==> config.mk <==
export PLATFORM = sky130hd
export DESIGN_NAME = evict_way_sel
export DESIGN_NICKNAME = d
export VERILOG_FILES = /design/src/rtl/evict_way_sel.sv
export SDC_FILE = /design/constraint.sdc
export NUM_CORES = 1
export LEC_CHECK = 0
export BUFFER_PORTS_ARGS = -buffer_cell sky130_fd_sc_hd__buf_4
export CORE_MARGIN = 2
export CORE_UTILIZATION = 50
export CTS_BUF_LIST = sky130_fd_sc_hd__clkbuf_8
export DETAILED_ROUTE_END_ITERATION = 10
export PLACE_DENSITY_LB_ADDON = 0.08
export RECOVER_POWER = 25
export SKIP_LAST_GASP = 1
export SYNTH_ARGS = -nofsm -noshare
export SYNTH_HDL_FRONTEND = slang
export SYNTH_SLANG_ARGS = --single-unit
==> constraint.sdc <==
create_clock -name clk -period 14.15 [get_ports clk]
set_input_delay 4.245 -clock clk [delete_from_list [all_inputs] [get_ports clk]]
set_output_delay 4.245 -clock clk [all_outputs]
set_load 0.005 [all_outputs]
==> src/rtl/evict_way_sel.sv <==
module evict_way_sel #(
  parameter int WAYS    = 4,
  parameter int LINES   = 16,
  parameter int POLICY  = 2,
  parameter int LOCK_EN = 1
) (
  input  logic                                    clk,
  input  logic                                    rst_n,
  input  logic                                    acc_valid,
  input  logic [((LINES > 1) ? $clog2(LINES) : 1)-1:0] acc_line,
  input  logic [((WAYS > 1) ? $clog2(WAYS) : 1)-1:0]   acc_way,
  input  logic                                    fill_valid,
  input  logic [((LINES > 1) ? $clog2(LINES) : 1)-1:0] fill_line,
  input  logic [((WAYS > 1) ? $clog2(WAYS) : 1)-1:0]   fill_way,
  input  logic [((LINES > 1) ? $clog2(LINES) : 1)-1:0] q_line,
  input  logic [WAYS-1:0]                         q_lock,
  output logic [((WAYS > 1) ? $clog2(WAYS) : 1)-1:0]   victim_way,
  output logic                                    no_victim
);
  localparam int IW    = (LINES > 1) ? $clog2(LINES) : 1;
  localparam int WW    = (WAYS > 1) ? $clog2(WAYS) : 1;
  localparam int LRU_W = (WAYS == 4) ? 5 : (WAYS == 3) ? 3 : 1;

  if (WAYS < 1 || WAYS > 4 || POLICY < 0 || POLICY > 2 || (POLICY == 1 && WAYS != 2)) begin : g_bad_cfg
    initial $error("evict_way_sel: unsupported WAYS/POLICY combination");
  end

  logic [3:0][1:0] pref;
  logic [3:0]      lk4;
  logic            unused_lock;

  assign lk4         = (LOCK_EN != 0) ? 4'(q_lock) : 4'b0;
  assign unused_lock = ^q_lock;

  function automatic logic [3:0][1:0] lru_dec(input logic [4:0] code);
    logic [3:0][1:0] ord;
    logic [3:0]      used;
    int pos, d, cnt, n, w;
    ord  = '0;
    used = '0;
    pos  = 0;
    for (int i = 0; i < WAYS; i++) begin
      n = WAYS - i;
      w = (n > 2) ? 2 : 1;
      d = 0;
      if (n > 1) begin
        d   = int'((code >> pos) & ((5'd1 << w) - 5'd1));
        pos = pos + w;
      end
      if (d > n - 1) d = n - 1;
      cnt = 0;
      for (int k = 0; k < WAYS; k++) begin
        if (!used[k]) begin
          if (cnt == d) ord[i] = 2'(k);
          cnt++;
        end
      end
      used[ord[i]] = 1'b1;
    end
    return ord;
  endfunction

  function automatic logic [4:0] lru_enc(input logic [3:0][1:0] ord);
    logic [4:0] code;
    logic [3:0] used;
    int pos, d, n;
    code = '0;
    used = '0;
    pos  = 0;
    for (int i = 0; i < WAYS; i++) begin
      n = WAYS - i;
      d = 0;
      for (int k = 0; k < WAYS; k++)
        if (!used[k] && k < int'(ord[i])) d++;
      if (n > 1) begin
        code = code | (5'(d) << pos);
        pos  = pos + ((n > 2) ? 2 : 1);
      end
      used[ord[i]] = 1'b1;
    end
    return code;
  endfunction

  function automatic logic [4:0] lru_touch(input logic [4:0] code, input logic [1:0] way);
    logic [3:0][1:0] ord, nord;
    int j;
    ord  = lru_dec(code);
    nord = '0;
    j    = 0;
    for (int i = 0; i < WAYS; i++) begin
      if (ord[i] != way && j < WAYS - 1) begin
        nord[j] = ord[i];
        j++;
      end
    end
    nord[WAYS-1] = way;
    return lru_enc(nord);
  endfunction

  if (WAYS == 1) begin : g_dm
    logic unused_dm;
    assign unused_dm = ^{clk, rst_n, acc_valid, acc_line, acc_way,
                         fill_valid, fill_line, fill_way, q_line};
    assign pref = '0;
  end else if (POLICY == 2) begin : g_lru
    logic [LRU_W-1:0] lru_q [LINES];
    logic [4:0]       a_nxt, f_base, f_nxt;

    assign a_nxt  = lru_touch(5'(lru_q[acc_line]), 2'(acc_way));
    assign f_base = (acc_valid && acc_line == fill_line) ? a_nxt : 5'(lru_q[fill_line]);
    assign f_nxt  = lru_touch(f_base, 2'(fill_way));
    assign pref   = lru_dec(5'(lru_q[q_line]));

    always_ff @(posedge clk or negedge rst_n) begin
      if (!rst_n) begin
        for (int l = 0; l < LINES; l++) lru_q[l] <= '0;
      end else begin
        if (acc_valid)  lru_q[acc_line]  <= LRU_W'(a_nxt);
        if (fill_valid) lru_q[fill_line] <= LRU_W'(f_nxt);
      end
    end
  end else begin : g_ptr
    logic [WW-1:0] cand;

    always_comb begin
      pref = '0;
      for (int i = 0; i < WAYS; i++) pref[i] = 2'((int'(cand) + i) % WAYS);
    end

    if (POLICY == 1) begin : g_lrr
      logic lrr_q [LINES];
      logic unused_lrr;
      assign unused_lrr = ^{acc_valid, acc_line, acc_way, fill_way};
      assign cand = WW'(lrr_q[q_line]);
      always_ff @(posedge clk or negedge rst_n) begin
        if (!rst_n) begin
          for (int l = 0; l < LINES; l++) lrr_q[l] <= 1'b0;
        end else if (fill_valid) begin
          lrr_q[fill_line] <= ~fill_way[0];
        end
      end
    end else begin : g_rnd
      logic [WW-1:0] rnd_q;
      logic          unused_rnd;
      assign unused_rnd = ^{acc_valid, acc_line, acc_way, fill_valid, fill_line,
                            fill_way, q_line};
      assign cand = rnd_q;
      always_ff @(posedge clk or negedge rst_n) begin
        if (!rst_n)                      rnd_q <= '0;
        else if (rnd_q == WW'(WAYS - 1)) rnd_q <= '0;
        else                             rnd_q <= rnd_q + 1'b1;
      end
    end
  end

  always_comb begin
    victim_way = '0;
    no_victim  = 1'b1;
    for (int i = WAYS - 1; i >= 0; i--) begin
      if (!lk4[pref[i]]) begin
        victim_way = WW'(pref[i]);
        no_victim  = 1'b0;
      end
    end
  end
endmodule

### Word-level counts from Yosys, hierarchy flattened

Cells that the tools add are included.
Widths: inputs -> output; s select.

* $add $sub $neg: 34
* bitwise logic cells: 15
* equality and inequality tests: 36
* reduce and logical (&&, ||, !) cells: 61
* magnitude comparators: 77
* muxes and demuxes: 209

Operator list (number)
* $add 32x2->32 const B: 21
* $mux 32: 21
* $eq 32x32->1: 15
* $logic_not 32->1: 9
* $ge 32x1->1 const B: 6
* $lt 32x3->1 const B: 6
* $lt 32x4->1 const B: 6
* $bwmux 80: 2
* $mux 80: 2
* $eq 3x32->1 const A: 4
* $mux 2: 64
* $mux 5: 13
* $eq 2x32->1 const A: 2
* $eq 32x3->1: 2
* $mux 1: 63
* $bmux 5 s4: 3
* $bwmux 8: 6
* $lt 2x3->1 const B: 14
* $demux 5 s4: 2
* $logic_and 1x1->1: 40
* $mux 8: 4
* $demux 1 s2: 13
* $ge 2x1->1 const B: 13
* $demux 2 s2: 6
* 23 further kinds: 95

* register bits: 80
* input bits: 24

### Logic depth before layout (Yosys ltp)

* depth after elaboration: 127
* gate-level depth with buffers: 67
* depth with buffers taken out: 60

### Worst setup path before layout

No wires, ideal clock.

* kind: input to register
* from: input acc_line[3] (netlist bit)
* to: register g_lru.lru_q[64] (netlist bit)
* setup slack: -2960 ps
* stages on the path: 62
* required time: 14061 ps
* library setup time: 89 ps
* data arrival time: 17021 ps
* cells stage by stage: buf_4 -> mux4_2 -> mux2i_4 -> mux2_2 -> buf_4 -> nand2_1 -> ha_1 -> clkbuf_1 -> a211oi_1 -> a32o_1 -> nor3_4 -> a221oi_2 -> a31oi_4 -> o21ai_0 -> ha_1 -> inv_1 -> xnor2_1 -> a21oi_1 -> [... 26 more ...] -> o211ai_1 -> o21ai_0 -> ha_1 -> nand3_1 -> nor3_1 -> o2111a_1 -> a211oi_2 -> a21oi_1 -> a21oi_1 -> a31o_2 -> or2_2 -> ha_1 -> and2_1 -> a41oi_1 -> a2111oi_4 -> buf_6 -> nor3_1 -> a22oi_1

* cells in the longest elaborated chain, start to end: 122
* elaborated cells on any way between the ends: 330

RTL lines
* start: declaration: RTL line 10 `input logic [((LINES > 1) ? $clog2(LINES) : 1)-1:0] acc_line,`
* $not 4->5 (implied by the code): RTL line 109, 118
* $bmux 5 s4: RTL line 109 `assign a_nxt = lru_touch(5'(lru_q[acc_line]), 2'(acc_way));`
* $mux 5 (implied by the code) (2 in a row): RTL line 109
* $gt 2x2->1: RTL line 50 `if (d > n - 1) d = n - 1;`
* $mux 2: RTL line 50
* $eq 1x2->1: RTL line 54 `if (cnt == d) ord[i] = 2'(k);`
* $mux 1: RTL line 54
* $mux 2 (2 in a row): RTL line 54
* [... 104 more ...]
* $add 1x1->2 / $mux 1 (equally long branches): RTL line 74 `if (!used[k] && k < int'(ord[i])) d++;`
* $mux 3 / $add 1x1->1 (equally long branches): RTL line 74
* $add 3x2->3 / $mux 1 (equally long branches): RTL line 74
* $mux 3 / $add 1x1->1 (equally long branches): RTL line 74
* $or 5x5->5 / $mux 1 (equally long branches): RTL line 76, 74
* $or 5x5->5: RTL line 76 `code = code | (5'(d) << pos);`
* $bwmux 80: RTL line 119 `if (fill_valid) lru_q[fill_line] <= LRU_W'(f_nxt);`
* $mux 80 *: RTL line 119
* end signal: indexed assignment: RTL line 118 `if (acc_valid) lru_q[acc_line] <= LRU_W'(a_nxt);`
* end signal: indexed assignment: RTL line 119
* end: declaration: RTL line 106 `logic [LRU_W-1:0] lru_q [LINES];`

Mark *: on every way between the ends. The rest lies on a longest branch, timed or not. The select of a mux whose other input is x is not followed.

### Worst setup path in the final report

* from: input acc_line[0] (netlist bit)
* to: register g_lru.lru_q[39] (netlist bit)

The elaborated chain is that of the path after synthesis.

==> flow_summary.ini <==
[synthesis]
synthXorXnorAreaFrac_pct = 1.94
ys_top_cells_by_area = dfrtp_1, mux4_2, nand2_1, mux2i_1, o21ai_0
yosys_most_used_dff = dfrtp_1
synth_area_um2 = 9480
synth_edf_count = 0
synth_mux_area_share_pct = 21.8
yosys.area.top_type = dfrtp_1
synth_top_family_by_area = compound AO/OA/AOI/OAI gates
synth_area_per_cell_um2 = 8.66
netlist_instances = 1094
yosys.area_share.simple_pct = 19.9
ys_ff_latch = 80
synth_nets = 1145
synth_compound_area_share_pct = 26.6
synth_seq_area_share_pct = 21.1
synthAdderAreaFrac_pct = 3.72
postSynth.asyncResetShare_pct = 100
synth_cell_types = 109
yosys_warnings = 0
synth_top_area_share_pct = 21.1

[sta]
skew_ns = 0.0154
worst_slew_pin_slew_ns = 4.50
finalCriticalPeriod_ns = 14.90
finalHoldViolCount = 0
fin_tns_setup_ns = -23.84
slew_headroom_pct = -200
setup_slack_ns = -0.752
fin_crit_sh_pct = 105
max_freq_mhz = 67.1
rsz0062_at_grt = true
setup_viol_count_final = 48
drv_slew = 81

[final_layout]
fin_cells = 1545
fin_nets = 1357
area_delta_synth_final_pct = 32.0
reg_top3 = g_lru.lru_q (80)
drive_above_1_share_pct = 39.1
fillers = 1545
max_flop_register = g_lru.lru_q
largest_reg_flops = 80
antenna_cells = 0

[global_routing]
grt_pass1_wl_um = 50500
grt_pass1_vias = 9385
grt_usage_pct = 32.2
antenna_found_initial = 0
grt_max_degree = 81
overflow = 0

[run_status]
violations = capacitance limit, slew limit, setup timing
status = finished with violations

[worst_setup_path]
crit_path_top_delay_cell = mux4_2
reg2reg_slack_ns = 2.79
r2r.worst_path.cells = 59
end_kind = flip-flop
worst-path-max-fanout = 8
path_common_cell = ha_4
worst_setup_path_start_kind = input pin
arrival_ns = 15.12
criticalPathCategory = input pin to flip-flop
regToRegStartpoint = g_lru.lru_q[40]
max_stage_delay_ns = 0.48
reg2reg_to = g_lru.lru_q[39]
crit_required_ns = 14.37

[routing]
postRouteWirelength_um = 32200
first_iter_violations = 838
drtAntennaViolNets = 0
drc = 0
viasPerCell = 6.31
drt_pass1_iterations = 6
vias = 9756
wl_per_cell_um = 20.9

[cts]
htreeDepth = 3
clockBufferDepth = 2
clk_pin_slew_worst_paths_ns = 0.08
cts_buffers = 9
clock_sinks = 80
clkLatencyLatePin_ns = 0.37
cts_root_buf = clkbuf_8
cts_tree = done

[hold_path]
hold_class = flip-flop to flip-flop
min_from = g_lru.lru_q[7]
min_to = g_lru.lru_q[7]
hold_depth = 2

[place]
io_buffers = 26
place_congestion = 0.971
dp_hpwl_um = 23900
dp.cells = 1483
dpl_worst_slack_ns = -1.25

[floorplan]
dieArea_um2 = 20100
floorplan.initialDensity_pct = 50.8
num_rows = 50
die_y_um = 142
fp.dieW_um = 142
placeableCoreArea_um2 = 18600
ios = 27

[job]
cap_violations = 1
-- synthesized netlist by cell type, drive strengths merged, types with 9 or more instances --
master / number
a21o: 10
nand2b: 10
nor2b: 12
or2: 9
a31oi: 9
mux2i: 46
a211oi: 16
nor3: 38
nand3: 25
dfrtp: 80
a22oi: 17
nor2: 94
mux2: 10
inv: 44
o21ai: 109
o211ai: 28
buf: 24
a21oi: 55
and2: 15
nand2: 155
clkbuf: 33
xnor2: 13
o22ai: 11
ha: 25
and3: 12
mux4: 64
-- layout by cell type (no fill, tap or decap), types with 6 or more instances in the layout --
master	count
mux2i_1	39
a22oi_1	15
o22ai_1	9
a211o_1	6
mux2_2	8
clkbuf_8	11
a21oi_1	49
buf_6	7
nor3_2	10
xor2_1	8
xnor2_1	10
o211ai_1	27
a31oi_1	6
a211oi_1	10
nor2b_1	12
o21ai_0	45
and3_1	11
inv_2	8
nand2b_1	9
o21a_1	7
ha_4	9
mux4_2	64
o21ai_2	27
dfrtp_1	80
nor3_1	23
ha_1	13
and2_1	11
buf_4	237
nand2_1	150
nor2_1	85
o21ai_1	35
nand3_1	20
buf_12	9
a21o_1	10
inv_1	35
-- critical path, delay by kind of cell --
kind            cells  cell delay (ns)
buf+inv             6             0.68
xor+xnor            1             0.07
compound gates     30             5.50
mux                 1             0.48
simple gates       15             2.50
fa+ha+maj           7             1.59
-- repair_timing --
action	CTS	global route
pin swaps	23	16
cloned	2	1
resized for setup	60	90
hold buffers	0	0
setup endpoints to repair	80	81
buffers inserted	33	14
-- layer usage --
metal / wire (um) / track usage [%] / up-vias
li1: - / - / 4580
met1: 13500 / 44.3 / 4668
met2: 15200 / 53.0 / 430
met3: 2550 / 5.67 / 78
met4: 919 / 8.21 / 0
met5: 0 / 0 / -
-- worst max-delay path by stage --
stage / slack, ns / cells past startpoint / endpoint / startpoint
after floorplan: -1.50 / 62 / g_lru.lru_q[64] / acc_line[3]
after global placement: -0.96 / 56 / g_lru.lru_q[29] / acc_line[0]
after detailed placement: -1.25 / 57 / g_lru.lru_q[29] / acc_line[0]
after CTS: -0.43 / 59 / g_lru.lru_q[64] / acc_line[0]
after global routing: -1.23 / 62 / g_lru.lru_q[59] / acc_line[0]
final: -0.75 / 60 / g_lru.lru_q[39] / acc_line[0]
-- stage by stage --
stage	hold WS [ns]	instance area (um2)	util, %
4_1_cts	0.595	12100	64.9
2_1_floorplan	0.532	9750	-
5_1_grt	0.639	12500	67.1
6_report	0.602	12500	67.1
3_3_place_gp	0.564	11300	60.9
3_5_place_dp	0.573	11300	60.9
-- kinds of logic after synthesis --
| kind of cell | Yosys count |
|---|---|
| AND/OR/NAND/NOR | 400 |
| AO/OA/AOI/OAI | 344 |
| multiplexers | 120 |
| buffers and inverters | 102 |
| flip-flops | 80 |
| adder cells (fa/ha/maj) | 27 |
| XOR/XNOR | 21 |
-- cell type report --
type	instances	area, um2	area share (%)
tap	234	293	2.34
sequential	80	2000	16.0
multi-input combinational	912	7690	61.5
inverter	45	171	1.37
clock buffer	11	151	1.21
timing repair buffer	258	2130	17.1
clock inverter	5	63.8	0.510
Power is not shown: default switching activity piles up to over one toggle a cycle in this logic, so the estimate is an artifact.
